**src/rtl/fetch_req_pkg.sv**
```systemverilog
package fetch_req_pkg;
  typedef enum logic {SRC_GFX = 1'b0, SRC_VID = 1'b1} fetch_src_e;
  typedef enum logic {BURST_32B = 1'b0, BURST_64B = 1'b1} burst_e;
  localparam int unsigned LINE_ENT = 4;  // 64-bit entries per 32-byte line
  localparam int unsigned LVL_UNIT = 4;  // entries per level step
endpackage

```
**src/rtl/fifo_space_mon.sv**
```systemverilog
module fifo_space_mon #(
  parameter int unsigned DEPTH = 64,
  parameter int unsigned CW    = $clog2(DEPTH + 1)
) (
  input  logic          clk_i,
  input  logic          rst_ni,
  input  logic [CW-1:0] occ_i,
  input  logic          ret_i,
  input  logic          grant_i,
  input  logic [3:0]    grant_ent_i,
  input  logic [3:0]    thr_i,
  output logic          need_o
);
  localparam int unsigned SW = CW + 2;

  logic [CW-1:0] inflight_q;
  logic [SW-1:0] inflight_nxt;
  logic [SW-1:0] used_plus_thr;

  always_comb begin
    inflight_nxt = SW'(inflight_q) + (grant_i ? SW'(grant_ent_i) : '0) - SW'(ret_i);
  end

  always_ff @(posedge clk_i or negedge rst_ni) begin
    if (!rst_ni) inflight_q <= '0;
    else         inflight_q <= inflight_nxt[CW-1:0];
  end

  // granted-but-unreturned entries count as occupied
  assign used_plus_thr = SW'(occ_i) + SW'(inflight_q) + SW'(thr_i);
  assign need_o        = (used_plus_thr <= SW'(DEPTH));
endmodule

```
**src/rtl/hp_hyst.sv**
```systemverilog
module hp_hyst
  import fetch_req_pkg::*;
#(
  parameter int unsigned LVL_W = 4,
  parameter int unsigned CW    = 7
) (
  input  logic             clk_i,
  input  logic             rst_ni,
  input  logic             en_i,
  input  logic             hold_i,
  input  logic [CW-1:0]    occ_i,
  input  logic [LVL_W-1:0] start_i,
  input  logic [LVL_W-1:0] end_i,
  output logic             hp_o,
  output logic             err_o
);
  localparam int unsigned SH = $clog2(LVL_UNIT);
  localparam int unsigned TW = (LVL_W + SH > CW) ? LVL_W + SH : CW;

  logic [TW-1:0] occ_w, start_w, end_w;
  logic          lvl_bad;
  logic          hp_q, hp_d, err_q;

  assign occ_w   = TW'(occ_i);
  assign start_w = TW'(start_i) << SH;
  assign end_w   = TW'(end_i) << SH;
  assign lvl_bad = (start_i == '0) || (end_i == '0) || (start_i >= end_i);

  always_comb begin
    hp_d = hp_q;
    if (lvl_bad)         hp_d = 1'b0;
    else if (!en_i)      hp_d = hold_i ? hp_q : 1'b0;
    else if (hp_q)       hp_d = (occ_w < end_w);
    else                 hp_d = (occ_w <= start_w);
  end

  always_ff @(posedge clk_i or negedge rst_ni) begin
    if (!rst_ni) begin
      hp_q  <= 1'b0;
      err_q <= 1'b0;
    end else begin
      hp_q  <= hp_d;
      err_q <= err_q | (en_i & lvl_bad);
    end
  end

  assign hp_o  = hp_q;
  assign err_o = err_q;
endmodule

```
**src/rtl/fetch_req_ctrl.sv**
```systemverilog
module fetch_req_ctrl
  import fetch_req_pkg::*;
#(
  parameter int unsigned GFX_DEPTH = 64,
  parameter int unsigned VID_DEPTH = 32,
  parameter int unsigned LVL_W     = 4,
  localparam int unsigned GCW      = $clog2(GFX_DEPTH + 1),
  localparam int unsigned VCW      = $clog2(VID_DEPTH + 1)
) (
  input  logic             clk_i,
  input  logic             rst_ni,
  input  logic             en_i,
  input  logic             vid_64b_i,
  input  logic [LVL_W-1:0] hp_start_i,
  input  logic [LVL_W-1:0] hp_end_i,
  input  logic [GCW-1:0]   gfx_occ_i,
  input  logic [VCW-1:0]   vid_occ_i,
  input  logic             gfx_ret_i,
  input  logic             vid_ret_i,
  input  logic             req_ack_i,
  output logic             req_valid_o,
  output logic             req_src_o,
  output logic             req_burst_o,
  output logic             req_hipri_o,
  output logic             cfg_err_o
);
  localparam logic [3:0] ONE_LINE = 4'(LINE_ENT);
  localparam logic [3:0] TWO_LINE = 4'(2 * LINE_ENT);

  logic       valid_q;
  fetch_src_e src_q;
  burst_e     burst_q;
  logic       grant, gfx_need, vid_need;
  logic [3:0] vid_thr, vid_ent;

  assign grant   = valid_q & req_ack_i;
  assign vid_thr = vid_64b_i ? TWO_LINE : ONE_LINE;
  assign vid_ent = (burst_q == BURST_64B) ? TWO_LINE : ONE_LINE;

  fifo_space_mon #(.DEPTH(GFX_DEPTH), .CW(GCW)) u_gfx_mon (
    .clk_i       (clk_i),
    .rst_ni      (rst_ni),
    .occ_i       (gfx_occ_i),
    .ret_i       (gfx_ret_i),
    .grant_i     (grant && (src_q == SRC_GFX)),
    .grant_ent_i (ONE_LINE),
    .thr_i       (ONE_LINE),
    .need_o      (gfx_need)
  );

  fifo_space_mon #(.DEPTH(VID_DEPTH), .CW(VCW)) u_vid_mon (
    .clk_i       (clk_i),
    .rst_ni      (rst_ni),
    .occ_i       (vid_occ_i),
    .ret_i       (vid_ret_i),
    .grant_i     (grant && (src_q == SRC_VID)),
    .grant_ent_i (vid_ent),
    .thr_i       (vid_thr),
    .need_o      (vid_need)
  );

  hp_hyst #(.LVL_W(LVL_W), .CW(GCW)) u_hyst (
    .clk_i   (clk_i),
    .rst_ni  (rst_ni),
    .en_i    (en_i),
    .hold_i  (valid_q),
    .occ_i   (gfx_occ_i),
    .start_i (hp_start_i),
    .end_i   (hp_end_i),
    .hp_o    (req_hipri_o),
    .err_o   (cfg_err_o)
  );

  // single request slot; display wins over video
  always_ff @(posedge clk_i or negedge rst_ni) begin
    if (!rst_ni) begin
      valid_q <= 1'b0;
      src_q   <= SRC_GFX;
      burst_q <= BURST_32B;
    end else if (valid_q) begin
      if (req_ack_i) valid_q <= 1'b0;
    end else if (en_i && (gfx_need || vid_need)) begin
      valid_q <= 1'b1;
      src_q   <= gfx_need ? SRC_GFX : SRC_VID;
      burst_q <= (!gfx_need && vid_64b_i) ? BURST_64B : BURST_32B;
    end
  end

  assign req_valid_o = valid_q;
  assign req_src_o   = src_q;
  assign req_burst_o = burst_q;
endmodule

```
**config.mk**
```make
export PLATFORM = sky130hd
export DESIGN_NAME = fetch_req_ctrl
export DESIGN_NICKNAME = d
export VERILOG_FILES = /design/src/rtl/fetch_req_pkg.sv /design/src/rtl/fifo_space_mon.sv /design/src/rtl/hp_hyst.sv /design/src/rtl/fetch_req_ctrl.sv
export SDC_FILE = /design/constraint.sdc
export NUM_CORES = 1
export LEC_CHECK = 0
export ABC_AREA = 0
export BUFFER_PORTS_ARGS = -buffer_cell sky130_fd_sc_hd__buf_2
export CAP_MARGIN = 10
export CORE_MARGIN = 10
export CORE_UTILIZATION = 30
export CTS_BUF_LIST = sky130_fd_sc_hd__clkbuf_4 sky130_fd_sc_hd__clkbuf_8 sky130_fd_sc_hd__clkbuf_16
export DETAILED_ROUTE_END_ITERATION = 7
export SETUP_SLACK_MARGIN = 0.2
export SLEW_MARGIN = 15
export SYNTH_ARGS = -nofsm -noshare
export SYNTH_HDL_FRONTEND = slang
export SYNTH_SLANG_ARGS = --single-unit
export TNS_END_PERCENT = 20
```
**constraint.sdc**
```tcl
create_clock -name clk_i -period 7.9 [get_ports clk_i]
set_input_delay 0.395 -clock clk_i [delete_from_list [all_inputs] [get_ports clk_i]]
set_output_delay 0.395 -clock clk_i [all_outputs]
set_load 0.01 [all_outputs]
```
Yosys cells after proc, flatten, opt, wreduce, memory -nomap -nowiden:

Index checks and enable logic that the tools add are counted.

* bitwise operators: 5
* eq/ne operators: 1
* multiplexer cells: 13
* $lt $le $gt $ge: 5
* reductions and logical operators: 11
* add/sub/neg operators: 8

Operators by type and width (count)
* 4-bit 2-to-1 mux: 3
* 9-bit by 3-bit adder with 9-bit output (second input constant): 1
* 9-bit by 7-bit <= comparator with 1-bit output (second input constant): 1
* 1-bit 2-to-1 mux: 9
* 7-bit by 7-bit adder with 8-bit output: 1
* 8-bit by 4-bit adder with 8-bit output: 1
* 8-bit by 6-bit <= comparator with 1-bit output (second input constant): 1
* 4-bit zero test: 2
* 6-bit by 6-bit adder with 7-bit output: 1
* 7-bit adder: 1
* 7-bit by 6-bit <= comparator with 1-bit output: 1
* 7-bit by 6-bit less-than comparator with 1-bit output: 1
* 7-bit by 1-bit subtractor with 7-bit output: 1
* 6-bit adder: 1
* 6-bit by 1-bit subtractor with 6-bit output: 1
* 4-bit >= comparator: 1
* 1-bit logical AND: 4
* 1-bit logical OR: 3
* 3-bit 2-to-1 mux: 1
* 3-bit by 2-bit != test with 1-bit output (second input constant): 1
* 1-bit AND: 2
* 1-bit NOT: 2
* 2-bit AND reduction: 1
* 1-bit zero test: 1
* 1-bit OR: 1

* bits in registers: 18
* input port bits: 28
* word-level logic and storage cells: 50
* output and inout port bits: 5

Depth between registers and ports, before layout:

Gate-level depths: netlist of run 1.

* depth after elaboration: 7
* depth in mapped cells: 10
* depth with buffers taken out: 10

Hierarchy:

From an unflattened synthesis of run 1, not the netlist that was laid out.

* cell total of the unflattened synthesis: 240
* area, all modules: 2220.9 µm²

Modules (own cells, without submodules)
* fifo_space_mon (u_gfx_mon): times used 1, area each 907.1 µm², cells each 99, sequential area each 175.2 µm²
* fifo_space_mon (u_vid_mon): times used 1, area each 759.5 µm², cells each 81, sequential area each 150.1 µm²
* hp_hyst: times used 1, area each 391.6 µm², cells each 42, sequential area each 50.0 µm²
* fetch_req_ctrl: times used 1, area each 162.7 µm², cells each 18, sequential area each 75.1 µm²

Worst setup path before layout of run 1:

Ideal clock, no wire load.

* kind: input to register
* start point: in vid_occ_i[2]
* end point: reg burst_q, in the netlist req_burst_o
* cell stages on the path: 9
* arrival: 2.431 ns
* setup time: 0.122 ns
* data required time: 7.778 ns
* buffers on the path: 0
* path slack: 5.347 ns
* path through: fa_1 inv_1 fa_1 xor2_1 nand3_1 o21ai_0 a21oi_2 o31a_1 a32o_1

* word-level cells in the longest chain between the ends: 6

Ends and longest elaborated chain
* start, declared: line fetch_req_ctrl.sv:17 `input logic [VCW-1:0] vid_occ_i,`
* 6-bit by 6-bit adder with 7-bit output: line fifo_space_mon.sv:30 `assign used_plus_thr = SW'(occ_i) + SW'(inflight_q) + SW'(thr_i);`
* 8-bit by 4-bit adder with 8-bit output: line fifo_space_mon.sv:30
* 8-bit by 6-bit <= comparator with 1-bit output: line fifo_space_mon.sv:31 `assign need_o = (used_plus_thr <= SW'(DEPTH));`
* 1-bit logical OR: line fetch_req_ctrl.sv:82 `end else if (en_i && (gfx_need || vid_need)) begin`
* 1-bit logical AND: line fetch_req_ctrl.sv:82
* 2-bit AND reduction (no source line)
* end signal, assigned: line fetch_req_ctrl.sv:85 `burst_q <= (!gfx_need && vid_64b_i) ? BURST_64B : BURST_32B;`
* end, declared: line fetch_req_ctrl.sv:32 `burst_e burst_q;`

No other way between the ends.
A chain may end at the register's enable or synchronous reset.

Worst setup path in the final report of run 1:

* start point: reg u_gfx_mon.inflight_q[1]
* end point: reg burst_q, in the netlist req_burst_o

* word-level cells in the longest chain between the ends: 6
* elaborated cells between the ends (all ways): 9
* those cells by class: add/sub (2); order compare (1); mux (1); reduce/logical (5)

Ends and longest elaborated chain
* start, declared: line fifo_space_mon.sv:16 `logic [CW-1:0] inflight_q;`
* start signal, assigned: line fifo_space_mon.sv:26 `else inflight_q <= inflight_nxt[CW-1:0];`
* 7-bit by 7-bit adder with 8-bit output (*): line fifo_space_mon.sv:30
* 9-bit by 3-bit adder with 9-bit output (*): line fifo_space_mon.sv:30
* 9-bit by 7-bit <= comparator with 1-bit output (*): line fifo_space_mon.sv:31
* 1-bit zero test or 1-bit logical OR (tied branches): line fetch_req_ctrl.sv:85, fetch_req_ctrl.sv:82
* 1-bit logical AND (on tied branches): line fetch_req_ctrl.sv:85, fetch_req_ctrl.sv:82
* 1-bit 2-to-1 mux or 2-bit AND reduction (tied branches)

Every way passes the cells marked *; elsewhere a longest branch is shown, timed or not.

==> key figures, run 1 <==
Outcome
  • Run status: completed

Synthesis
  • Simple-Gate Fraction of Synth Area: 0.142
  • Post-synthesis share of cell area spent on xor and xnor gates: 0.0568
  • Ys flop type: sky130_fd_sc_hd__dfrtp_1
  • Mean instance size in the synthesized netlist: 9.24 um^2
  • Number of enable-type register cells in the synthesized netlist: 0
  • Library cells used by synthesis: 39
  • Combinational family with the most area after synthesis: adder cells
  • Number of standard cells after synthesis: 217
  • Synthesized flop and latch total: 18
  • Multiplexer fraction of the synthesized cell area: 0
  • Most numerous cell in the Yosys netlist: sky130_fd_sc_hd__ha_1
  • Compound-cell area share of the yosys netlist: 0.147
  • Cell accounting for the most synthesized area: sky130_fd_sc_hd__ha_1
  • Cell types occupying the most area after synthesis: sky130_fd_sc_hd__ha_1, sky130_fd_sc_hd__dfrtp_1, sky130_fd_sc_hd__inv_1, sky130_fd_sc_hd__fa_1, sky130_fd_sc_hd__xnor2_1
  • Total number of yosys warnings: 0
  • Total nets after synthesis: a little under 300
  • Summed instance area of the synthesized netlist: 2010 um^2
  • Post-Synth Adder-Cell Area: 0.353
  • Most frequent cells after synthesis: sky130_fd_sc_hd__ha_1, sky130_fd_sc_hd__inv_1, sky130_fd_sc_hd__dfrtp_1
  • Proportion of synthesized flip-flops having asynchronous set or reset: 1.00
  • Area share of the leading cell type in the synthesized netlist: 0.293
  • Fraction of the yosys area taken by sequential cells: 0.225

Drt
  • Iteration-0 DRC count of the detailed router: 50
  • Count of vias placed by the detailed router: 1,565
  • Routed WL: approximately 4.2 mm
  • Detail Route Antenna Nets: 0
  • Number of vias per cell after detailed routing: 4.76
  • Residual DRC: 0
  • First-pass iteration count of the detailed router: 4
  • Routed wire length per instance: around 13 um

Critical path
  • Startpoint of the most critical register-to-register path: u_gfx_mon.inflight_q[1]
  • Data required time at the worst endpoint: roughly 8 ns
  • Longest individual stage delay on the worst path: 0.44 ns
  • Length in cells of the worst reg-to-reg path: 10
  • Critical path's most frequent cell: sky130_fd_sc_hd__ha_1
  • Arrival time at the worst endpoint: 2.84 ns
  • Cell chain of the critical path: ha_1 > ha_1 > inv_1 > fa_1 > nand2b_1 > a21oi_1 > xor2_1 > o31ai_1 > nand3_1 > a32o_1
  • Worst Setup Path Type: reg -> reg
  • Crit end category: register
  • Crit-path max FO: 4
  • Register-to-register setup slack: 5.21 ns
  • Cell type of the slowest stage on the worst timing path: sky130_fd_sc_hd__dfrtp_1
  • Endpoint of the worst register-to-register path: req_burst_o
  • Type of origin of the critical path: register

Min path
  • Type of the tightest min-delay check: in -> async

Die
  • Initial Utilization: 0.312
  • Top-Level Pins: 33
  • FP Rows: 29
  • Core outline area: 6420 um^2
  • Die Y-Extent: 102 um
  • Die width: 102 um
  • Die area: ~10,000 um^2

Layout
  • Antenna diodes: 0
  • Fill cell count: 655
  • Synthesis-to-layout area growth: 14.8%
  • Share of post-route cells with drive strength above 1: 0.155
  • Storage element area: 450 um^2
  • Area used by multi-input combinational logic: 1400 um^2
  • Non-filler instance count after layout: 329
  • NumNets Final: 335

Global route
  • Number of antenna violations at the first check in global routing: 0
  • Vias in the first global route: 1,542
  • First-pass GRT wire length: 7.04 mm
  • Maximum number of pins on one net before global-route repair: 19
  • Final global-route overflow total: 0
  • GR Util All Layers: 0.0826

STA
  • Achievable Freq: 372 MHz
  • Share of the clock period used by the worst path after layout: 0.341
  • Unrepaired setup endpoints after global routing: false
  • Worst clock skew on the final layout: 0.00150 ns
  • Hold Fails Final Rpt: 0
  • Worst relative slew slack: 0.681
  • Actual transition at the worst max-transition pin: 0.472 ns
  • Accumulated negative setup slack: 0 ns
  • Post-layout minimum cycle time: 2.69 ns
  • Number of setup violations in the final report: 0
  • Max Transition Viols Final: 0

CTS
  • Postcts setup bufs: 0
  • TritonCTS Buffers: 3
  • Total of hold buffers inserted after clock tree synthesis: 0
  • Clock-pin slew on the worst setup and hold paths: roughly 0.07 ns
  • Clock sink count: 18
  • Worst-case clock buffer depth: 2
  • Clock latency on the worst-skew pair: 0.25 ns
  • Post-CTS sizing: 0
  • TritonCTS clock tree: yes
  • Root buf cell: sky130_fd_sc_hd__clkbuf_8
  • Number of levels in the clock H-tree: 1

Power
  • Power density over the cells: slightly below 400 nW/um^2
  • Leakage: 1.20 nW
  • Worst IR drop on VDD: 0.0983 mV

Placement
  • Cell count after placement: 326
  • Global placer's final weighted congestion: 0.794
  • Detailed Place HPWL: about 3.7 mm
  • IO Port Bufs: 32

Run
  • Max Cap Viol: 0
-- worst max path at each step --
stage	start	end	slack (ns)	cells past startpoint
after global placement	vid_64b_i	req_burst_o	5.15	11
after detailed placement	vid_64b_i	req_burst_o	5.11	11
after CTS	u_gfx_mon.inflight_q[1]	req_burst_o	5.19	10
after global routing	u_gfx_mon.inflight_q[1]	req_burst_o	4.98	10
final	u_gfx_mon.inflight_q[1]	req_burst_o	5.21	10
after floorplan	vid_occ_i[2]	req_burst_o	5.35	9
-- sequential cells by signal, indices dropped and copies added, names as in the netlist --
signal,cells
u_gfx_mon.inflight_q,7
req_src_o,1
u_hyst.err_o,1
u_hyst.hp_o,1
u_vid_mon.inflight_q,6
req_burst_o,1
req_valid_o,1
-- placed cells by master (no fill, tap or decap), types with 5 or more instances in the layout --
cell type                  Yosys  layout
sky130_fd_sc_hd__fa_1          6       6
sky130_fd_sc_hd__inv_1        41      41
sky130_fd_sc_hd__buf_2         0      32
sky130_fd_sc_hd__dfrtp_1      18      18
sky130_fd_sc_hd__ha_1         47      47
sky130_fd_sc_hd__nor2_1        5       5
sky130_fd_sc_hd__xnor2_1       8       8
sky130_fd_sc_hd__a21o_1        6       6
sky130_fd_sc_hd__a21oi_1      13      13
sky130_fd_sc_hd__xor2_1        5       5
sky130_fd_sc_hd__nand2b_1      5       5
sky130_fd_sc_hd__nand3_1       8       8
sky130_fd_sc_hd__o21ai_0       8       8
-- where the power goes --
part | internal, mW | leakage, nW | switching, mW
Clock | 0.0339 | 0.0216 | 0.0307
Combinational | 0.305 | 0.964 | 0.335
Sequential | 0.142 | 0.212 | 0.0412
Total | 0.481 | 1.20 | 0.407
-- layer usage --
| metal | vias up | global-route usage | part of all wire |
|---|---|---|---|
| met5 | - | 0 | 0 |
| met4 | 0 | 0.0264 | 0.014 |
| met3 | 4 | 0.0136 | 0.054 |
| met2 | 31 | 0.134 | 0.44 |
| met1 | 704 | 0.109 | 0.49 |
| li1 | 826 | - | - |
-- area by class of cell --
type,count,share of cell area
multi-input combinational,158,0.608
sequential,18,0.196
timing repair buffer,32,0.0695
inverter,41,0.0668
tap,77,0.0418
clock buffer,3,0.0179
-- worst max-delay path: cells and delay by family (launching register included) --
family	cells	cell delay [ns]
AO/OA/AOI/OAI	3	0.76
XOR/XNOR	1	0.08
adder cells (fa/ha/maj)	3	0.88
buffers and inverters	1	0.06
flip-flops	1	0.44
AND/OR/NAND/NOR	2	0.37
-- stage by stage --
stage	power (mW)	worst slack (ns)	instance area, um^2	util	hold WS [ns]
floorplan	0.698	5.35	2010	-	0.0994
global placement	0.812	5.15	2260	0.352	0.371
detailed placement	0.835	5.11	2260	0.352	0.364
CTS	0.903	5.19	2300	0.359	0.0872
global route	1.01	4.98	2300	0.359	0.102
finish	0.888	5.21	2300	0.359	0.0720
-- cells by family (layout without fill, tap and decap cells) --
logic type | Yosys count | in the layout
adder cells (fa/ha/maj) | 53 | 53
flip-flops | 18 | 18
buffers and inverters | 41 | 76
AO/OA/AOI/OAI | 44 | 44
AND/OR/NAND/NOR | 48 | 48
XOR/XNOR | 13 | 13
Power figures use the tool's default switching activity.
==> run 2: changes to the inputs <==
==> constraint.sdc (replaced) <==
create_clock -name clk_i -period 2.4 [get_ports clk_i]
set_input_delay 0.12 -clock clk_i [delete_from_list [all_inputs] [get_ports clk_i]]
set_output_delay 0.12 -clock clk_i [all_outputs]
set_load 0.01 [all_outputs]
==> run 2 against run 1 <==
Net effect: the flow now finishes with violations (negative setup slack); power rose to 3.5 times the previous value; via count is 1.6% higher; register-to-register slack worse by 5.3 ns; clock skew is 0.0031 ns higher; worst hold slack better by 0.0099 ns; final cell count grew 2.1%; sequential share of layout area is 0.88 points lower; non-clock buffer count rose by 7; clock-buffer cell count is the same; die area did not move; highest routed layer unchanged; first-iteration DRC count down 44%; worst setup slack got worse by 5.3 ns.
==> key figures, run 2 (same netlist as run 1, synthesis figures left out) <==
Critical path
  • Length in cells of the worst reg-to-reg path: 8
  • Crit-path max FO: 3
  • Register-to-register setup slack: -0.06 ns
  • Worst Setup Path Type: reg -> reg
  • Arrival time at the worst endpoint: around 2.6 ns
  • Crit end category: register
  • Type of origin of the critical path: register
  • Endpoint of the worst register-to-register path: req_burst_o
  • Longest individual stage delay on the worst path: between 0.5 and 0.6 ns
  • Cell type of the slowest stage on the worst timing path: sky130_fd_sc_hd__fa_1
  • Data required time at the worst endpoint: 2.55 ns
  • Startpoint of the most critical register-to-register path: u_vid_mon.inflight_q[2]
  • Cell chain of the critical path: fa_1 > inv_2 > fa_2 > nand3_2 > o31ai_4 > a21oi_2 > o31a_1 > a32o_1

Layout
  • Antenna diodes: 0
  • Commonest non-fill, non-tap cell in the layout: sky130_fd_sc_hd__ha_1
  • Synthesis-to-layout area growth: 20.3%
  • Largest registers in the final layout: u_gfx_mon.inflight_q (7), u_vid_mon.inflight_q (6)
  • Share of post-route cells with drive strength above 1: 0.216
  • Most frequent cells in the layout: sky130_fd_sc_hd__ha_1, sky130_fd_sc_hd__inv_1, sky130_fd_sc_hd__buf_2, sky130_fd_sc_hd__dfrtp_1, sky130_fd_sc_hd__a21oi_1
  • NumNets Final: between 300 and 400
  • Largest register by flop count: u_gfx_mon.inflight_q
  • Number of flip-flops under the largest register name: 7

CTS
  • Clock-pin slew on the worst setup and hold paths: 0.07 ns
  • Worst-case clock buffer depth: 2
  • Number of levels in the clock H-tree: 1
  • Postcts setup bufs: 0
  • TritonCTS Buffers: 3
  • Root buf cell: sky130_fd_sc_hd__clkbuf_8
  • TritonCTS clock tree: yes
  • Clock sink count: 18
  • Clock latency on the worst-skew pair: roughly 0.25 ns

Drt
  • Routed wire length per instance: about 13 um
  • Count of vias placed by the detailed router: roughly 1,600
  • Residual DRC: 0
  • Number of vias per cell after detailed routing: 4.73
  • Routed WL: 4.21 mm
  • Detail Route Antenna Nets: 0
  • First-pass iteration count of the detailed router: 4
  • Iteration-0 DRC count of the detailed router: 28

Global route
  • Number of antenna violations at the first check in global routing: 0
  • GR Util All Layers: 0.0846
  • Final global-route overflow total: 0
  • Vias in the first global route: approximately 1,600
  • First-pass GRT wire length: about 7.4 mm
  • Maximum number of pins on one net before global-route repair: 19

Run
  • Max Cap Viol: 0

Min path
  • Type of the tightest min-delay check: in -> reg
  • Worst hold stages: 2
  • Worst min-delay path endpoint: u_hyst.err_o
  • Min-Delay Startpoint: en_i

STA
  • Hold Fails Final Rpt: 0
  • Unrepaired setup endpoints after global routing: true
  • Max Transition Viols Final: 0
  • Worst Setup Slack, final: -0.0631 ns
  • Post-layout minimum cycle time: 2.46 ns
  • Worst clock skew on the final layout: 0.00456 ns
  • Number of setup violations in the final report: 1
  • Worst relative slew slack: 0.715
  • Share of the clock period used by the worst path after layout: 1.03
  • Achievable Freq: 406 MHz
  • Actual transition at the worst max-transition pin: ~0.43 ns

Power
  • Power density over the cells: 1300 nW/um^2
  • Overall Power: between 3 and 4 mW
  • Worst IR drop on VDD: 0.289 mV
  • Leakage: between 1 and 1.5 nW

Die
  • FP Rows: 29
  • Top-Level Pins: 33
  • Core outline area: ~6400 um^2
  • Die width: 102 um
  • Initial Utilization: 0.312
  • Die area: 10,400 um^2
  • Die Y-Extent: 102 um

Outcome
  • Failing checks: negative setup slack
  • Run status: complete, but fails checks

Placement
  • Global placer's final weighted congestion: 0.814
  • Worst setup slack after placement: -0.129 ns
  • Detailed Place HPWL: 3.71 mm
  • IO Port Bufs: 32
run 2: cell types whose count changed in the layout (fill, tap and decap cells not counted), moves of 2 or more:
cell	before	now
sky130_fd_sc_hd__fa_2	0	2
sky130_fd_sc_hd__buf_4	0	6
sky130_fd_sc_hd__nand3_2	0	2
sky130_fd_sc_hd__a21oi_2	1	3
sky130_fd_sc_hd__nand3_1	8	6
sky130_fd_sc_hd__a21oi_1	13	11
sky130_fd_sc_hd__fa_1	6	4
run 2: worst max path at each step:
stage / slack (ns) / end / from
3_3_place_gp: -0.10 / req_burst_o / u_gfx_mon.inflight_q[1]
4_1_cts: -0.07 / req_burst_o / u_vid_mon.inflight_q[2]
5_1_grt: -0.20 / req_burst_o / u_vid_mon.inflight_q[1]
6_report: -0.06 / req_burst_o / u_vid_mon.inflight_q[2]
3_5_place_dp: -0.13 / req_burst_o / u_vid_mon.inflight_q[2]
2_1_floorplan: -0.05 / req_burst_o / u_vid_mon.inflight_q[2]
run 2: power by group:
group	leakage, nW	total [mW]	switching (mW)	internal, mW
sequential	0.212	0.577	0.108	0.469
combinational	1.01	2.36	1.22	1.14
clock	0.0216	0.210	0.0990	0.111
run 2: worst max-delay path, delay by kind of cell (launching register included):
kind	cells	cell delay [ns]
adder cells (fa/ha/maj)	2	1.05
AO/OA/AOI/OAI	4	0.77
flip-flops	1	0.39
AND/OR/NAND/NOR	1	0.10
buffers and inverters	1	0.05
run 2: final cells by class:
cell class | count | area, um^2
fill | 644 | 4010
clock buffer | 3 | 41.3
sequential | 18 | 450
timing repair buffer | 39 | 215
tap | 77 | 96.3
multi-input combinational | 158 | 1460
inverter | 41 | 154
run 2: routing by layer:
layer	global-route usage	wire length (um)
met5	0	0
met4	0.0231	51
met3	0.0136	190
met2	0.139	1890
met1	0.112	2070
run 2: per-stage QoR:
step | hold slack, ns | utilization | TNS, ns | instance area [um^2] | std cells
finish | 0.0819 | 0.376 | -0.0631 | 2410 | 336
global route | 0.0933 | 0.376 | -0.427 | 2410 | 336
CTS | 0.0770 | 0.369 | -0.0759 | 2370 | 336
detailed placement | 0.0920 | 0.360 | -0.202 | 2310 | 332
global placement | 0.0939 | 0.360 | -0.128 | 2310 | 332
floorplan | -0.176 | - | -0.0516 | 2010 | 217
run 2: timing repair:
item                                   CTS  global route
endpoints found under the hold margin   18             0
setup endpoints to repair                3             4
pin swaps                                3             5
gates resized for setup                  1             8
hold buffers                             1             0
==> run 3: changes to the inputs <==
--- a/config.mk
+++ b/config.mk
@@ -12,6 +12,7 @@
 export CORE_UTILIZATION = 30
 export CTS_BUF_LIST = sky130_fd_sc_hd__clkbuf_4 sky130_fd_sc_hd__clkbuf_8 sky130_fd_sc_hd__clkbuf_16
 export DETAILED_ROUTE_END_ITERATION = 7
+export RECOVER_POWER = 100
 export SETUP_SLACK_MARGIN = 0.2
 export SLEW_MARGIN = 15
 export SYNTH_ARGS = -nofsm -noshare
==> run 3 against run 2 <==
Net effect: the flow still finishes with violations (negative setup slack); die area did not move; worst hold slack got worse by 0.00054 ns; first-iteration DRC count rose by 14%; worst setup slack improved by 0.00080 ns; final cell count did not move; utilization fell by 0.23 points; combinational power barely moved; clock-buffer cell count did not move; sequential share of layout area rose by 0.12 points; fmax barely moved; via count fell by 0.19%; critical path type unchanged; largest power group unchanged; highest routed layer unchanged.
==> key figures, run 3 (same netlist as run 1, synthesis figures left out) <==
Outcome
  • Run status: complete, but fails checks
  • Failing checks: negative setup slack

Drt
  • Number of vias per cell after detailed routing: ~4.7
  • Iteration-0 DRC count of the detailed router: 32
  • First-pass iteration count of the detailed router: 4
  • Routed wire length per instance: 12.4 um
  • Count of vias placed by the detailed router: 1,587
  • Detail Route Antenna Nets: 0
  • Residual DRC: 0
  • Routed WL: 4.18 mm

Global route
  • First-pass GRT wire length: about 7.4 mm
  • GR Util All Layers: 0.0846
  • Vias in the first global route: about 1,600
  • Maximum number of pins on one net before global-route repair: 19
  • Final global-route overflow total: 0
  • Busiest layer in global routing: met2
  • GRT met3 Usage: 0.0136
  • Met1 track utilization from global routing: 0.112
  • Fraction of met2 tracks used by global routing: 0.139
  • Number of antenna violations at the first check in global routing: 0

Layout
  • Post-layout utilization of the core: 0.373
  • Most frequent cells in the layout: sky130_fd_sc_hd__ha_1, sky130_fd_sc_hd__inv_1, sky130_fd_sc_hd__buf_2, sky130_fd_sc_hd__dfrtp_1, sky130_fd_sc_hd__a21oi_1
  • NumNets Final: 342
  • Number of flip-flops under the largest register name: 7
  • Commonest non-fill, non-tap cell in the layout: sky130_fd_sc_hd__ha_1
  • Synthesis-to-layout area growth: 19.5%
  • Non-filler instance count after layout: 336
  • Largest registers in the final layout: u_gfx_mon.inflight_q (7), u_vid_mon.inflight_q (6)
  • Largest register by flop count: u_gfx_mon.inflight_q
  • Antenna diodes: 0
  • Final Instance Area: 2400 um^2
  • Share of post-route cells with drive strength above 1: 0.185

STA
  • Max Transition Viols Final: 0
  • Hold Fails Final Rpt: 0
  • Worst Setup Slack, final: -0.0623 ns
  • Share of the clock period used by the worst path after layout: 1.03
  • Hold slack final: 0.0813 ns
  • Achievable Freq: 406 MHz
  • Number of setup violations in the final report: 1
  • Accumulated negative setup slack: -0.0623 ns
  • Worst clock skew on the final layout: 0.00418 ns
  • Unrepaired setup endpoints after global routing: true
  • Actual transition at the worst max-transition pin: 1.01 ns
  • Worst relative slew slack: 0.327
  • Post-layout minimum cycle time: 2.46 ns

Critical path
  • Cell type of the slowest stage on the worst timing path: sky130_fd_sc_hd__fa_1
  • Crit end category: register
  • Arrival time at the worst endpoint: 2.61 ns
  • Cell chain of the critical path: fa_1 > inv_2 > fa_2 > nand3_2 > o31ai_4 > a21oi_2 > o31a_1 > a32o_1
  • Longest individual stage delay on the worst path: 0.53 ns
  • Crit-path max FO: 3
  • Type of origin of the critical path: register
  • Data required time at the worst endpoint: 2.55 ns
  • Worst Setup Path Type: reg -> reg
  • Crit path buffers/inverters: 1
  • CP delay by family, top: adder cells

Placement
  • Detailed Place HPWL: between 3 and 4 mm
  • Global placer's final weighted congestion: 0.814
  • IO Port Bufs: 32
  • Cell count after placement: 332
  • Cell area after placement: roughly 2300 um^2

Power
  • Combinational power share: 0.747
  • Net Switching: 1.42 mW
  • Clk network pwr share: 0.068
  • Int Pwr: between 1.5 and 2 mW
  • Worst IR drop on VDD: between 0.2 and 0.3 mV
  • Power density over the cells: 1300 nW/um^2
  • Net switching fraction of the power: 0.456
  • Sequential Power Share: 0.185
  • Leakage: 1.22 nW

CTS
  • Clock latency on the worst-skew pair: 0.25 ns
  • Root buf cell: sky130_fd_sc_hd__clkbuf_8
  • Postcts setup bufs: 0
  • Clock sink count: 18
  • Clock-pin slew on the worst setup and hold paths: about 0.070 ns
  • Number of levels in the clock H-tree: 1
  • Worst-case clock buffer depth: 2
  • TritonCTS clock tree: yes
  • TritonCTS Buffers: 3

Run
  • Max Cap Viol: 0

Die
  • Die Y-Extent: between 100 and 150 um
  • FP Rows: 29
  • Core outline area: roughly 6400 um^2
  • Top-Level Pins: 33
  • Die area: 10,400 um^2
  • Die width: 102 um
  • Initial Utilization: 0.312

Min path
  • Type of the tightest min-delay check: in -> reg
## run 3: timing repair
action / in CTS / in global routing
pin swaps: 3 / 5
endpoints found under the setup margin: 3 / 4
endpoints found under the hold margin: 18 / 0
resized for setup: 1 / 8
hold buffers: 1 / 0
## run 3: power groups by stage
| stage | combinational [mW] | clock, mW | sequential, mW |
|---|---|---|---|
| 2_1_floorplan | 1.74 | 0 | 0.585 |
| 3_3_place_gp | 2.18 | 0 | 0.585 |
| 3_5_place_dp | 2.24 | 0 | 0.585 |
| 4_1_cts | 2.27 | 0.220 | 0.578 |
| 5_1_grt | 2.70 | 0.230 | 0.599 |
| 6_report | 2.33 | 0.211 | 0.577 |
## run 3: final timing paths
kind | cells past startpoint | startpoint | slack, ns | to
worst max-delay path | 8 | u_vid_mon.inflight_q[2] | -0.06 | req_burst_o
worst min-delay path | 2 | en_i | 0.08 | u_hyst.err_o
worst max register to register | 8 | u_vid_mon.inflight_q[2] | -0.06 | req_burst_o
worst min register to register | 1 | u_hyst.err_o | 0.47 | u_hyst.err_o
max in group asynchronous | 2 | rst_ni | 1.22 | u_gfx_mon.inflight_q[1]
min in group asynchronous | 2 | rst_ni | 0.57 | u_hyst.err_o
## run 3: cell type report
cell class                 count  area (um^2)
tap                           77         96.3
fill                         650         4030
timing repair buffer          39          204
inverter                      41          154
clock buffer                   3         41.3
multi-input combinational    158         1450
sequential                    18          450
## run 3: per-layer routing
layer  vias to the layer above  routed length [um]
li1                        844                   -
met1                       715                2050
met2                        24                1870
met3                         4                 211
met4                         0                  46
met5                         -                   0
## run 3: worst register-to-register path, delay by kind of cell, from the launching register on
kind,cells,cell delay (ns)
compound gates,4,0.77
fa+ha+maj,2,1.05
buf+inv,1,0.05
flops,1,0.39
simple gates,1,0.10
## run 3: stage by stage
stage | power [mW] | worst slack (ns)
final | 3.12 | -0.0623
after global routing | 3.53 | -0.196
after CTS | 3.07 | -0.0722
after detailed placement | 2.82 | -0.129
after global placement | 2.76 | -0.102
after floorplan | 2.32 | -0.0516
